File: config.mk
export PLATFORM = sky130hd
export DESIGN_NAME = pbp_host_port
export DESIGN_NICKNAME = d
export VERILOG_FILES = /design/src/rtl/pbp_pkg.sv /design/src/rtl/pbp_byte_fifo.sv /design/src/rtl/pbp_access_dec.sv /design/src/rtl/pbp_dma_ctrl.sv /design/src/rtl/pbp_host_port.sv
export SDC_FILE = /design/constraint.sdc
export NUM_CORES = 1
export LEC_CHECK = 0
export BUFFER_PORTS_ARGS = -buffer_cell sky130_fd_sc_hd__buf_4
export CAP_MARGIN = 20
export CORE_MARGIN = 2
export CORE_UTILIZATION = 56
export CTS_BUF_LIST = sky130_fd_sc_hd__clkbuf_8 sky130_fd_sc_hd__clkbuf_16
export CTS_CLUSTER_SIZE = 28
export DETAILED_ROUTE_END_ITERATION = 8
export GPL_ROUTABILITY_DRIVEN = 0
export PLACE_DENSITY = 0.8
export SETUP_SLACK_MARGIN = 0.2
export SLEW_MARGIN = 40
export SYNTH_ARGS = -nofsm -noshare
export SYNTH_HDL_FRONTEND = slang
export SYNTH_SLANG_ARGS = --single-unit
File: constraint.sdc
create_clock -name clk -period 3.4 [get_ports clk]
set_clock_uncertainty 0.05 [all_clocks]
set_input_delay 0.34 -clock clk [delete_from_list [all_inputs] [get_ports clk]]
set_output_delay 0.34 -clock clk [all_outputs]
set_load 0.02 [all_outputs]
File: src/rtl/pbp_pkg.sv
package pbp_pkg;
  localparam logic [3:0] PORT_OFFSET = 4'h8;
  localparam logic [3:0] PORT_OFFSET_HI = 4'h9;
  localparam logic [1:0] PORT_BANK = 2'b10;
  typedef enum logic {DMA_IDLE, DMA_RUN} dma_state_e;
endpackage

File: src/rtl/pbp_byte_fifo.sv
module pbp_byte_fifo #(
  parameter int DEPTH = 16,
  parameter int IN_BYTES = 1,
  parameter int OUT_BYTES = 1,
  localparam int AW = $clog2(DEPTH),
  localparam int CW = $clog2(DEPTH + 1)
) (
  input  logic                   clk,
  input  logic                   rst,
  input  logic [1:0]             push_n,
  input  logic [IN_BYTES*8-1:0]  wdata,
  input  logic [1:0]             pop_n,
  output logic [OUT_BYTES*8-1:0] head,
  output logic [CW-1:0]          count
);
  logic [7:0]    mem [DEPTH];
  logic [AW-1:0] wp_q, rp_q;
  logic [CW-1:0] cnt_q;

  always_ff @(posedge clk) begin
    for (int i = 0; i < IN_BYTES; i++)
      if (int'(push_n) > i) mem[wp_q + AW'(i)] <= wdata[i*8 +: 8];
  end

  always_ff @(posedge clk) begin
    if (rst) begin
      wp_q  <= '0;
      rp_q  <= '0;
      cnt_q <= '0;
    end else begin
      wp_q  <= wp_q + AW'(push_n);
      rp_q  <= rp_q + AW'(pop_n);
      cnt_q <= cnt_q + CW'(push_n) - CW'(pop_n);
    end
  end

  for (genvar g = 0; g < OUT_BYTES; g++) begin : g_head
    assign head[g*8 +: 8] = mem[rp_q + AW'(g)];
  end

  assign count = cnt_q;
endmodule

File: src/rtl/pbp_access_dec.sv
module pbp_access_dec
  import pbp_pkg::*;
(
  input  logic        clk,
  input  logic        rst,
  input  logic        word_mode,
  input  logic [1:0]  win_bank,
  input  logic        host_sel,
  input  logic        host_wr,
  input  logic        host_byte,
  input  logic [3:0]  host_addr,
  input  logic        dma_ack,
  input  logic        tx_room,
  input  logic        rx_avail,
  input  logic [15:0] rx_head,
  output logic [1:0]  tx_push_n,
  output logic [1:0]  rx_pop_n,
  output logic [15:0] host_rdata,
  output logic        err_width,
  output logic        err_overrun,
  output logic        err_underrun
);
  logic [1:0] need;
  logic addr_hit, hit, bad_width, wr_go, rd_go;

  assign need      = word_mode ? 2'd2 : 2'd1;
  assign addr_hit  = (host_addr == PORT_OFFSET) ||
                     (!word_mode && host_addr == PORT_OFFSET_HI);
  assign hit       = host_sel && (dma_ack || (addr_hit && win_bank == PORT_BANK));
  assign bad_width = hit && word_mode && host_byte;
  assign wr_go     = hit && !bad_width && host_wr;
  assign rd_go     = hit && !bad_width && !host_wr;
  assign tx_push_n = (wr_go && tx_room) ? need : 2'd0;
  assign rx_pop_n  = (rd_go && rx_avail) ? need : 2'd0;

  always_ff @(posedge clk) begin
    if (rst) begin
      host_rdata   <= '0;
      err_width    <= 1'b0;
      err_overrun  <= 1'b0;
      err_underrun <= 1'b0;
    end else begin
      if (bad_width) err_width <= 1'b1;
      if (wr_go && !tx_room) err_overrun <= 1'b1;
      if (rd_go && !rx_avail) err_underrun <= 1'b1;
      if (rd_go) begin
        if (!rx_avail)      host_rdata <= '0;
        else if (word_mode) host_rdata <= rx_head;
        else                host_rdata <= {8'h00, rx_head[7:0]};
      end
    end
  end
endmodule

File: src/rtl/pbp_dma_ctrl.sv
module pbp_dma_ctrl
  import pbp_pkg::*;
(
  input  logic clk,
  input  logic rst,
  input  logic dma_start,
  input  logic dma_burst,
  input  logic dma_dir,
  input  logic dma_ack,
  input  logic dma_eop,
  input  logic tx_room,
  input  logic rx_avail,
  output logic dma_req
);
  dma_state_e state_q;
  logic gap_q;
  logic ready;

  always_ff @(posedge clk) begin
    if (rst) begin
      state_q <= DMA_IDLE;
      gap_q   <= 1'b0;
    end else begin
      if (dma_ack && dma_eop) state_q <= DMA_IDLE;
      else if (dma_start)     state_q <= DMA_RUN;
      gap_q <= dma_ack && !dma_burst;
    end
  end

  assign ready   = dma_dir ? tx_room : rx_avail;
  assign dma_req = (state_q == DMA_RUN) && ready && !gap_q;
endmodule

File: src/rtl/pbp_host_port.sv
module pbp_host_port #(
  parameter int DEPTH = 16,
  localparam int CW = $clog2(DEPTH + 1)
) (
  input  logic        clk,
  input  logic        rst,
  input  logic        word_mode,
  input  logic [1:0]  win_bank,
  input  logic        host_sel,
  input  logic        host_wr,
  input  logic        host_byte,
  input  logic [3:0]  host_addr,
  input  logic [15:0] host_wdata,
  output logic [15:0] host_rdata,
  input  logic        dma_start,
  input  logic        dma_burst,
  input  logic        dma_dir,
  input  logic        dma_ack,
  input  logic        dma_eop,
  output logic        dma_req,
  output logic        tx_m_valid,
  input  logic        tx_m_ready,
  output logic [7:0]  tx_m_data,
  input  logic        rx_s_valid,
  output logic        rx_s_ready,
  input  logic [7:0]  rx_s_data,
  output logic        err_width,
  output logic        err_overrun,
  output logic        err_underrun
);
  logic [CW-1:0] tx_cnt, rx_cnt;
  logic [1:0]    tx_push_n, rx_pop_n, tx_pop_n, rx_push_n;
  logic [1:0]    need;
  logic [15:0]   rx_head;
  logic          tx_room, rx_avail;

  assign need     = word_mode ? 2'd2 : 2'd1;
  assign tx_room  = (CW'(DEPTH) - tx_cnt) >= CW'(need);
  assign rx_avail = rx_cnt >= CW'(need);

  assign tx_m_valid = tx_cnt != '0;
  assign tx_pop_n   = {1'b0, tx_m_valid && tx_m_ready};
  assign rx_s_ready = rx_cnt != CW'(DEPTH);
  assign rx_push_n  = {1'b0, rx_s_valid && rx_s_ready};

  pbp_byte_fifo #(.DEPTH(DEPTH), .IN_BYTES(2), .OUT_BYTES(1)) u_tx_buf (
    .clk(clk), .rst(rst), .push_n(tx_push_n), .wdata(host_wdata),
    .pop_n(tx_pop_n), .head(tx_m_data), .count(tx_cnt)
  );

  pbp_byte_fifo #(.DEPTH(DEPTH), .IN_BYTES(1), .OUT_BYTES(2)) u_rx_buf (
    .clk(clk), .rst(rst), .push_n(rx_push_n), .wdata(rx_s_data),
    .pop_n(rx_pop_n), .head(rx_head), .count(rx_cnt)
  );

  pbp_access_dec u_dec (
    .clk(clk), .rst(rst), .word_mode(word_mode), .win_bank(win_bank),
    .host_sel(host_sel), .host_wr(host_wr), .host_byte(host_byte),
    .host_addr(host_addr), .dma_ack(dma_ack), .tx_room(tx_room),
    .rx_avail(rx_avail), .rx_head(rx_head), .tx_push_n(tx_push_n),
    .rx_pop_n(rx_pop_n), .host_rdata(host_rdata), .err_width(err_width),
    .err_overrun(err_overrun), .err_underrun(err_underrun)
  );

  pbp_dma_ctrl u_dma (
    .clk(clk), .rst(rst), .dma_start(dma_start), .dma_burst(dma_burst),
    .dma_dir(dma_dir), .dma_ack(dma_ack), .dma_eop(dma_eop),
    .tx_room(tx_room), .rx_avail(rx_avail), .dma_req(dma_req)
  );
endmodule

==> results of run 1 <==
[flip-flops by register name, indices dropped and copies added (netlist names)]
register,flops
u_rx_buf.mem,128
u_tx_buf.mem,128
u_dec.host_rdata,16
u_rx_buf.count,5
u_tx_buf.count,5
u_rx_buf.rp_q,4
u_rx_buf.wp_q,4
u_tx_buf.rp_q,4
u_tx_buf.wp_q,4
u_dec.err_overrun,1
u_dec.err_underrun,1
u_dec.err_width,1
u_dma.gap_q,1
u_dma.state_q,1
[worst paths after layout]
path                                      startpoint                    to  slack, ns  depth (start not counted)
worst max-delay path               u_tx_buf.count[0]     u_tx_buf.count[4]       0.28                         17
worst min-delay path                         dma_ack           u_dma.gap_q       0.08                          2
worst min register to register  u_dec.host_rdata[15]  u_dec.host_rdata[15]       0.41                          1
worst max register to register     u_tx_buf.count[0]     u_tx_buf.count[4]       0.28                         17
[synth_stat cells, drive strengths merged (2+ instances only)]
master / count / share of area [%]
nand4b: 2 / 0.11
ha: 32 / 2.6
inv: 37 / 0.91
xnor2: 8 / 0.46
o22ai: 7 / 0.29
o21ai: 8 / 0.26
or2: 2 / 0.098
nor2: 56 / 1.4
nand3: 13 / 0.43
mux2: 128 / 11
nor3b: 6 / 0.33
nor2b: 21 / 0.86
buf: 35 / 1.4
edfxtp: 256 / 50
or4: 11 / 0.71
and2: 3 / 0.12
nand2: 18 / 0.44
nor3: 9 / 0.33
fa: 4 / 0.52
a21boi: 10 / 0.49
a21oi: 17 / 0.65
o2bb2ai: 8 / 0.46
and3b: 2 / 0.11
dfxtp: 47 / 6.2
a22oi: 16 / 0.79
a211oi: 8 / 0.39
nand3b: 4 / 0.20
or3: 4 / 0.16
nand2b: 7 / 0.29
nor4: 5 / 0.20
a22o: 8 / 0.46
xor2: 5 / 0.29
nand4: 2 / 0.082
mux4: 104 / 15
and3: 2 / 0.082
clkbuf: 36 / 0.89
[stage by stage]
step	cells	setup slack (ns)	power [mW]
finish	1412	0.2838	9.946
global route	1412	0.1717	10.34
CTS	1409	0.2122	9.860
detailed placement	1344	0.1548	6.326
global placement	1344	0.2705	6.280
floorplan	951	0.2582	5.717
[cell usage in the layout (no fill, tap or decap), types with 17 or more instances in the layout]
master	Yosys	routed
buf_4	0	122
clkbuf_16	0	36
dfxtp_1	47	40
edfxtp_1	256	256
ha_1	32	28
inv_1	37	45
mux2_2	72	72
mux2_4	56	56
mux4_2	104	104
nand2_1	18	17
nor2_1	56	54
nor2b_1	21	21
[critical path: stages, from the launching register on]
cell	delay, ns
dfxtp_4	0.38
inv_4	0.05
ha_4	0.15
and2_4	0.16
ha_4	0.22
nand2b_1	0.08
a21oi_2	0.04
o21a_1	0.13
nor2_2	0.14
nand2_2	0.09
ha_4	0.27
inv_2	0.04
ha_4	0.16
fa_2	0.39
a21oi_2	0.16
nor2_1	0.06
or3_1	0.38
a21oi_2	0.11
[per-layer routing]
layer | wire length, um | GRT usage [%] | part of all wire, %
met5 | 0 | 0 | 0
met4 | 1462 | 11.15 | 4.1
met3 | 2345 | 4.827 | 6.6
met2 | 18390 | 43.51 | 52
met1 | 13340 | 31.52 | 38
[power groups by stage]
stage | Sequential (mW) | Combinational (mW) | Clock (mW)
2_1_floorplan | 4.30 | 1.41 | 0
3_3_place_gp | 4.36 | 1.92 | 0
3_5_place_dp | 4.36 | 1.96 | 0
4_1_cts | 4.29 | 1.99 | 3.58
5_1_grt | 4.32 | 2.29 | 3.74
6_report | 4.30 | 2.11 | 3.54
[cells by family (layout without fill, tap and decap cells)]
family | count (synthesis) | count (layout) | share of synthesized area (%)
DFF | 303 | 303 | 56.45
buffers and inverters | 108 | 228 | 3.225
xor gates and xnor gates | 13 | 13 | 0.7449
muxes | 233 | 233 | 26.20
and+or+nand+nor | 170 | 170 | 6.140
adders and majority gates | 36 | 36 | 3.143
AOI/OAI and AO/OA | 88 | 88 | 4.101
[layout make-up]
class | count | area [sq um] | area share (%)
Timing Repair Buffer | 129 | 1026 | 5.836
Multi-Input combinational cell | 540 | 6248 | 35.54
Clock buffer | 37 | 914.6 | 5.202
Clock inverter | 25 | 181.4 | 1.032
Tap cell | 341 | 426.7 | 2.427
Inverter | 37 | 141.4 | 0.8042
Sequential cell | 303 | 8642 | 49.16
[repair_timing]
item	4_1_cts	5_1_grt
setup buffers	0	3
gates resized for setup	1	22
pin swaps	0	11
endpoints found under the setup margin	1	2
hold buffers	3	0
endpoints found under the hold margin	2	0
==> metrics.cfg, run 1 <==
[finish]
area_growth_pct=15.02
nNetsFinal=1124
num_antenna_cells=0
finish.utilization_pct=65.41
nFillCells=1820
layout-drive-gt1-share_pct=41.36
stdcell_area_sq_um=17580

[route]
ant_nets=0
first_pass_iters=5
drt_iter0_drc=885
wire_per_inst_um=25.17
via_count=9108
via_per_inst=6.450
drt-total-wl_um=35550
drc=0

[floorplanning]
start_util_pct=56.87
rows=60
die_w_um=169.2
chipHeight_um=169.2
die-area_sq_um=28630
pin_count=73
core_sq_um=26880

[power]
p_switching_mw=2.624
p_leak_nw=6.302
internal_power_mw=7.322
ir_drop_uv=305.0
seq_power_share_pct=43.3
p_per_area_nw_per_um2=565.7
power_frac_clock_pct=35.6
p_sw_share_pct=26.38
comb_power_share_pct=21.2

[placement]
postPlaceCellArea_sq_um=16350
place_hpwl_um=23160
io_buffer_count=72

[hold_path]
hp-class=primary input to flip-flop

[worst_setup_path]
cp_max_fo=4
arrival_ns=3.51
end_kind=flip-flop
cp_data_required_time_ns=3.79
crit_path_start_kind=flip-flop
critical_path_class=flip-flop to flip-flop

[sta]
fmax_mhz=320.9
holdWs_ns=0.08042
finalCritPeriodShare_pct=91.65
finalMaxSlewViolations=0
tightestPinTransition_ns=0.7672
period_needed_ns=3.116
hold_viol=0
slew_headroom_pct=48.80
rsz0062_at_grt=no
tns_ns=0
finalSetupViolations=0

[grt]
grt_overflow=0
grt_max_degree=52
grt_pass1_wl_um=54330
grt_pass1_vias=9361
antenna_found_initial=0
grtUsageTotal_pct=25.33

[yosys]
postSynthAreaPerCell_sq_um=16.07
synthFlopType=edfxtp_1
synth-seq-cells=303
yosysWarningCount=0
syn_inst=951
postSynthNetCount=1030
ys_types=57
synth_edf_count=256
synth-seq-area-share_pct=56.45
async_reset_ff_share_pct=0
syn_area_sq_um=15280

[run]
drv_cap=0

[clocking]
clockBufferDepth=3
cts-root-buf=clkbuf_16
cts_tree=yes
numClockSinks=303
clk_pin_slew_ns=0.06
ctsHtreeMaxLevel=2
clock_latency_ns=0.52
numCtsBuffers=34

[outcome]
status=finished clean

(Power assumes the default switching activity.)
==> run 2, diff against run 1 <==
--- a/config.mk
+++ b/config.mk
@@ -8,12 +8,12 @@
 export BUFFER_PORTS_ARGS = -buffer_cell sky130_fd_sc_hd__buf_4
 export CAP_MARGIN = 20
 export CORE_MARGIN = 2
-export CORE_UTILIZATION = 56
+export CORE_UTILIZATION = 24
 export CTS_BUF_LIST = sky130_fd_sc_hd__clkbuf_8 sky130_fd_sc_hd__clkbuf_16
 export CTS_CLUSTER_SIZE = 28
 export DETAILED_ROUTE_END_ITERATION = 8
 export GPL_ROUTABILITY_DRIVEN = 0
-export PLACE_DENSITY = 0.8
+export PLACE_DENSITY = 0.42
 export SETUP_SLACK_MARGIN = 0.2
 export SLEW_MARGIN = 40
 export SYNTH_ARGS = -nofsm -noshare
==> metrics.cfg, run 2 (synthesis gave the netlist of run 1 again) <==
[route]
drt-total-wl_um=40510
wire_per_inst_um=20.94
drc=0
first_pass_iters=5
drt_iter0_drc=622
via_per_inst=4.555
via_count=8810
ant_nets=0

[floorplanning]
rows=92
chipHeight_um=256.4
pin_count=73
core_sq_um=62970
die_w_um=256.4
start_util_pct=24.27
die-area_sq_um=65720

[sta]
holdWs_ns=0.05029
hold_viol=0
finalCritPeriodShare_pct=90.99
slew_headroom_pct=40.56
rsz0062_at_grt=yes
tightestPinTransition_ns=0.8884
period_needed_ns=3.094
tns_ns=0
finalSetupViolations=0
finalMaxSlewViolations=0
fmax_mhz=323.2

[clocking]
cts-root-buf=clkbuf_16
numClockSinks=303
clk_pin_slew_ns=0.06
clockBufferDepth=3
cts_tree=yes
ctsHtreeMaxLevel=2
clock_latency_ns=0.55
numCtsBuffers=38

[placement]
io_buffer_count=72
place_hpwl_um=27900
dp_cells=1854

[worst_setup_path]
timing.rr.end=u_tx_buf.count[4]
reg2regPathDepth=17
cp_max_fo=4
slowest_stage=fa_2
reg2reg_slack_ns=0.31
arrival_ns=3.53
critical_path_class=flip-flop to flip-flop
crit_path_start_kind=flip-flop
path_cells=inv_2 -> ha_4 -> and2_4 -> ha_1 -> nand2b_1 -> a21oi_2 -> o21a_1 -> nor2_2 -> nand2_1 -> ha_1 -> inv_2 -> ha_4 -> fa_2 -> a21oi_2 -> nor2_1 -> or3_1 -> a21oi_2
cpMostUsedCell=a21oi_2
r2r-start=u_tx_buf.count[0]
end_kind=flip-flop
cp_slowest_stage_delay_ns=0.38
cp_data_required_time_ns=3.84

[finish]
seq_area_sq_um=8641
layout_commonest_cell=edfxtp_1
nNetsFinal=1137
layout-drive-gt1-share_pct=42.65
most-common-layout-cells=edfxtp_1 (256), buf_4 (132), mux4_2 (104), mux2_2 (72), mux2_4 (56)
num_antenna_cells=0
multi_input_area_sq_um=6245
reg_top3=u_rx_buf.mem: 128 flops, u_tx_buf.mem: 128 flops, u_dec.host_rdata: 16 flops
area_growth_pct=20.21
fin_cells=1934
nFillCells=6273

[grt]
antenna_found_initial=0
grtUsageTotal_pct=12.23
grt_pass1_wl_um=60080
grt_max_degree=35
grt_pass1_vias=9044
grt_overflow=0

[hold_path]
hold_depth=2
min_from=dma_ack
hold_end=u_dma.gap_q
hp-class=primary input to flip-flop

[power]
power_mw=10.38
ir_drop_uv=305.5
p_per_area_nw_per_um2=564.9
p_leak_nw=6.395

[run]
drv_cap=0

[outcome]
status=finished clean

run 2: timing repair:
action,4_1_cts,5_1_grt
pin swaps,0,10
hold buffers,3,0
setup endpoints to repair,1,3
setup buffers,0,7
resized for setup,1,19
endpoints found under the hold margin,2,0
run 2: metrics by stage:
step                utilization [%]  setup WS (ns)  instance area, sq um
floorplan                         -         0.2582                 15290
global placement              27.04         0.2646                 17030
detailed placement            27.05         0.2211                 17030
CTS                           29.02         0.1858                 18280
global route                  29.18         0.1508                 18370
finish                        29.18         0.3063                 18370
run 2: metal layers:
layer	wire length, um	global-route usage (%)	vias up	share of wire, %
met5	0	0	-	0
met4	1006	3.834	0	2.5
met3	1413	2.046	64	3.5
met2	19890	20.63	166	49
met1	18200	15.99	4596	45
li1	-	-	3984	-
run 2: worst max-delay path by stage:
| stage | cells past startpoint | slack (ns) | start | end |
|---|---|---|---|---|
| after CTS | 17 | 0.19 | u_tx_buf.count[0] | u_tx_buf.count[4] |
| after floorplan | 18 | 0.26 | u_tx_buf.count[0] | u_tx_buf.count[4] |
| after global routing | 17 | 0.15 | u_tx_buf.count[0] | u_tx_buf.count[4] |
| final | 17 | 0.31 | u_tx_buf.count[0] | u_tx_buf.count[4] |
| after global placement | 17 | 0.26 | u_tx_buf.count[0] | u_tx_buf.count[4] |
| after detailed placement | 17 | 0.22 | u_tx_buf.count[0] | u_tx_buf.count[4] |
run 2: layout make-up:
class	count	area share, %
inverter	37	0.7559
sequential	303	47.03
clock inverter	27	1.035
timing repair buffer	138	5.884
clock buffer	43	5.550
tap	846	5.761
multi-input combinational	540	33.99
run 2: where the power goes:
part | internal [mW] | switching, mW
combinational | 1.08 | 1.13
clock | 2.30 | 1.60
sequential | 4.17 | 0.106
total | 7.55 | 2.83
run 2: worst max-delay path: cells and delay by family, from the launching register on:
family	cells	cell delay, ns
adder cells (fa/ha/maj)	5	1.27
AND/OR/NAND/NOR	6	0.84
AO/OA/AOI/OAI	4	0.43
flip-flops	1	0.35
buffers and inverters	2	0.10
==> run 3, diff against run 2 <==
--- a/config.mk
+++ b/config.mk
@@ -13,7 +13,6 @@
 export CTS_CLUSTER_SIZE = 28
 export DETAILED_ROUTE_END_ITERATION = 8
 export GPL_ROUTABILITY_DRIVEN = 0
-export PLACE_DENSITY = 0.42
 export SETUP_SLACK_MARGIN = 0.2
 export SLEW_MARGIN = 40
 export SYNTH_ARGS = -nofsm -noshare
==> metrics.cfg, run 3 (synthesis gave the netlist of run 1 again) <==
[hold_path]
hp-class=primary input to flip-flop
hold_end=u_dma.state_q
hold_depth=2
min_from=dma_ack

[floorplanning]
core_sq_um=62970
die_w_um=256.4
rows=92
pin_count=73
chipHeight_um=256.4
die-area_sq_um=65720
start_util_pct=24.27

[sta]
slew_headroom_pct=42.92
hold_viol=0
worst_slack_ns=0.3467
fmax_mhz=327.5
tightestPinTransition_ns=0.8525
rsz0062_at_grt=yes
finalSetupViolations=0
finalCritPeriodShare_pct=89.80
tns_ns=0
period_needed_ns=3.053
finalMaxSlewViolations=0
holdWs_ns=0.03746

[worst_setup_path]
cp_slowest_stage_delay_ns=0.39
slowest_stage=fa_2
r2r-start=u_tx_buf.count[2]
critical_path_class=flip-flop to flip-flop
cp_data_required_time_ns=3.81
crit_path_start_kind=flip-flop
cpMostUsedCell=a21oi_2
timing.rr.end=u_tx_buf.count[4]
crit_family=adder cells
end_kind=flip-flop
path_cells=inv_2 -> ha_1 -> and2_4 -> ha_4 -> nand2b_1 -> a21oi_2 -> o21a_1 -> nor2_2 -> nand2_1 -> ha_1 -> inv_2 -> ha_4 -> fa_2 -> a21oi_2 -> nor2_1 -> or3_1 -> a21oi_2
crit_buf_inv=2
arrival_ns=3.46
reg2reg_slack_ns=0.35
cp_max_fo=3
reg2regPathDepth=17

[placement]
dp_slack_ns=0.2025
io_buffer_count=72
place_hpwl_um=26590
postPlaceCellArea_sq_um=17010
dp_cells=1853

[grt]
grtUsageTotal_pct=11.81
grt_overflow=0
antenna_found_initial=1
grt_pass1_wl_um=59410
grt_max_degree=70
grt_pass1_vias=9358

[finish]
multi_input_area_sq_um=6256
finish.utilization_pct=29.15
nFillCells=6237
nNetsFinal=1132
most-common-layout-cells=edfxtp_1 (256), buf_4 (132), mux4_2 (104), mux2_2 (72), mux2_4 (56)
layout_commonest_cell=edfxtp_1
seq_area_sq_um=8640
fin_cells=1927
stdcell_area_sq_um=18360
layout-drive-gt1-share_pct=42.45
reg_top3=u_rx_buf.mem: 128 flops, u_tx_buf.mem: 128 flops, u_dec.host_rdata: 16 flops
area_growth_pct=20.10

[power]
p_leak_nw=6.369
p_per_area_nw_per_um2=569.5
power_mw=10.45
ir_drop_uv=261.4

[route]
via_count=8971
wire_per_inst_um=20.48
routed.top_layer=met4
route.met3.wl_um=1813
via_per_inst=4.655
wl_met1_um=17490
drt-total-wl_um=39460
first_pass_iters=5
ant_nets=0
drt_iter0_drc=660
drc=0
wl_met2_um=19100

[clocking]
cts-root-buf=clkbuf_16
cts_tree=yes
numClockSinks=303
numCtsBuffers=34
clock_latency_ns=0.52
clk_pin_slew_ns=0.06
clockBufferDepth=3
ctsHtreeMaxLevel=2

[outcome]
status=finished clean

[run]
drv_cap=0

[run 3: changes by cell type in the layout (fill, tap and decap cells not counted), moves of 2 or more]
cell / delta
nor4_2: -2
clkbuf_8: -3
diode_2: +2
clkinv_2: -3
bufinv_16: +3
nor4_1: +2
[run 3: layout make-up]
type	instances	share of cell area, %
Sequential cell	303	47.07
Multi-Input combinational cell	540	34.08
Timing Repair Buffer	137	5.835
Tap cell	846	5.766
Clock buffer	39	5.194
Clock inverter	23	1.275
Inverter	37	0.7566
Antenna cell	2	0.02726
[run 3: worst max-delay path by stage]
stage | startpoint | to | slack [ns] | cells after the start
floorplan | u_tx_buf.count[0] | u_tx_buf.count[4] | 0.26 | 18
global placement | host_addr[2] | u_tx_buf.count[4] | 0.25 | 14
detailed placement | host_addr[2] | u_tx_buf.count[4] | 0.20 | 14
CTS | u_tx_buf.count[0] | u_tx_buf.count[4] | 0.20 | 17
global route | u_rx_buf.count[2] | u_rx_buf.count[4] | 0.13 | 16
finish | u_tx_buf.count[2] | u_tx_buf.count[4] | 0.35 | 17
[run 3: routing by layer]
| layer | vias up | GRT usage, % |
|---|---|---|
| li1 | 3959 | - |
| met2 | 265 | 19.69 |
| met4 | 0 | 3.817 |
| met5 | - | 0 |
| met3 | 63 | 1.443 |
| met1 | 4684 | 15.96 |
[run 3: repair_timing]
action                                  4_1_cts  5_1_grt
gates cloned                                  0        0
gates resized for setup                       3       20
pin swaps                                     0       10
buffers inserted                              0        8
hold buffers                                  2        0
hold endpoints to repair                      2        0
endpoints found under the setup margin        1        2
[run 3: where the power goes]
part	switching, mW	internal [mW]	leakage, nW
Sequential	0.0834	4.16	2.69
Combinational	1.20	1.11	3.07
Clock	1.50	2.39	0.608
Total	2.79	7.66	6.37
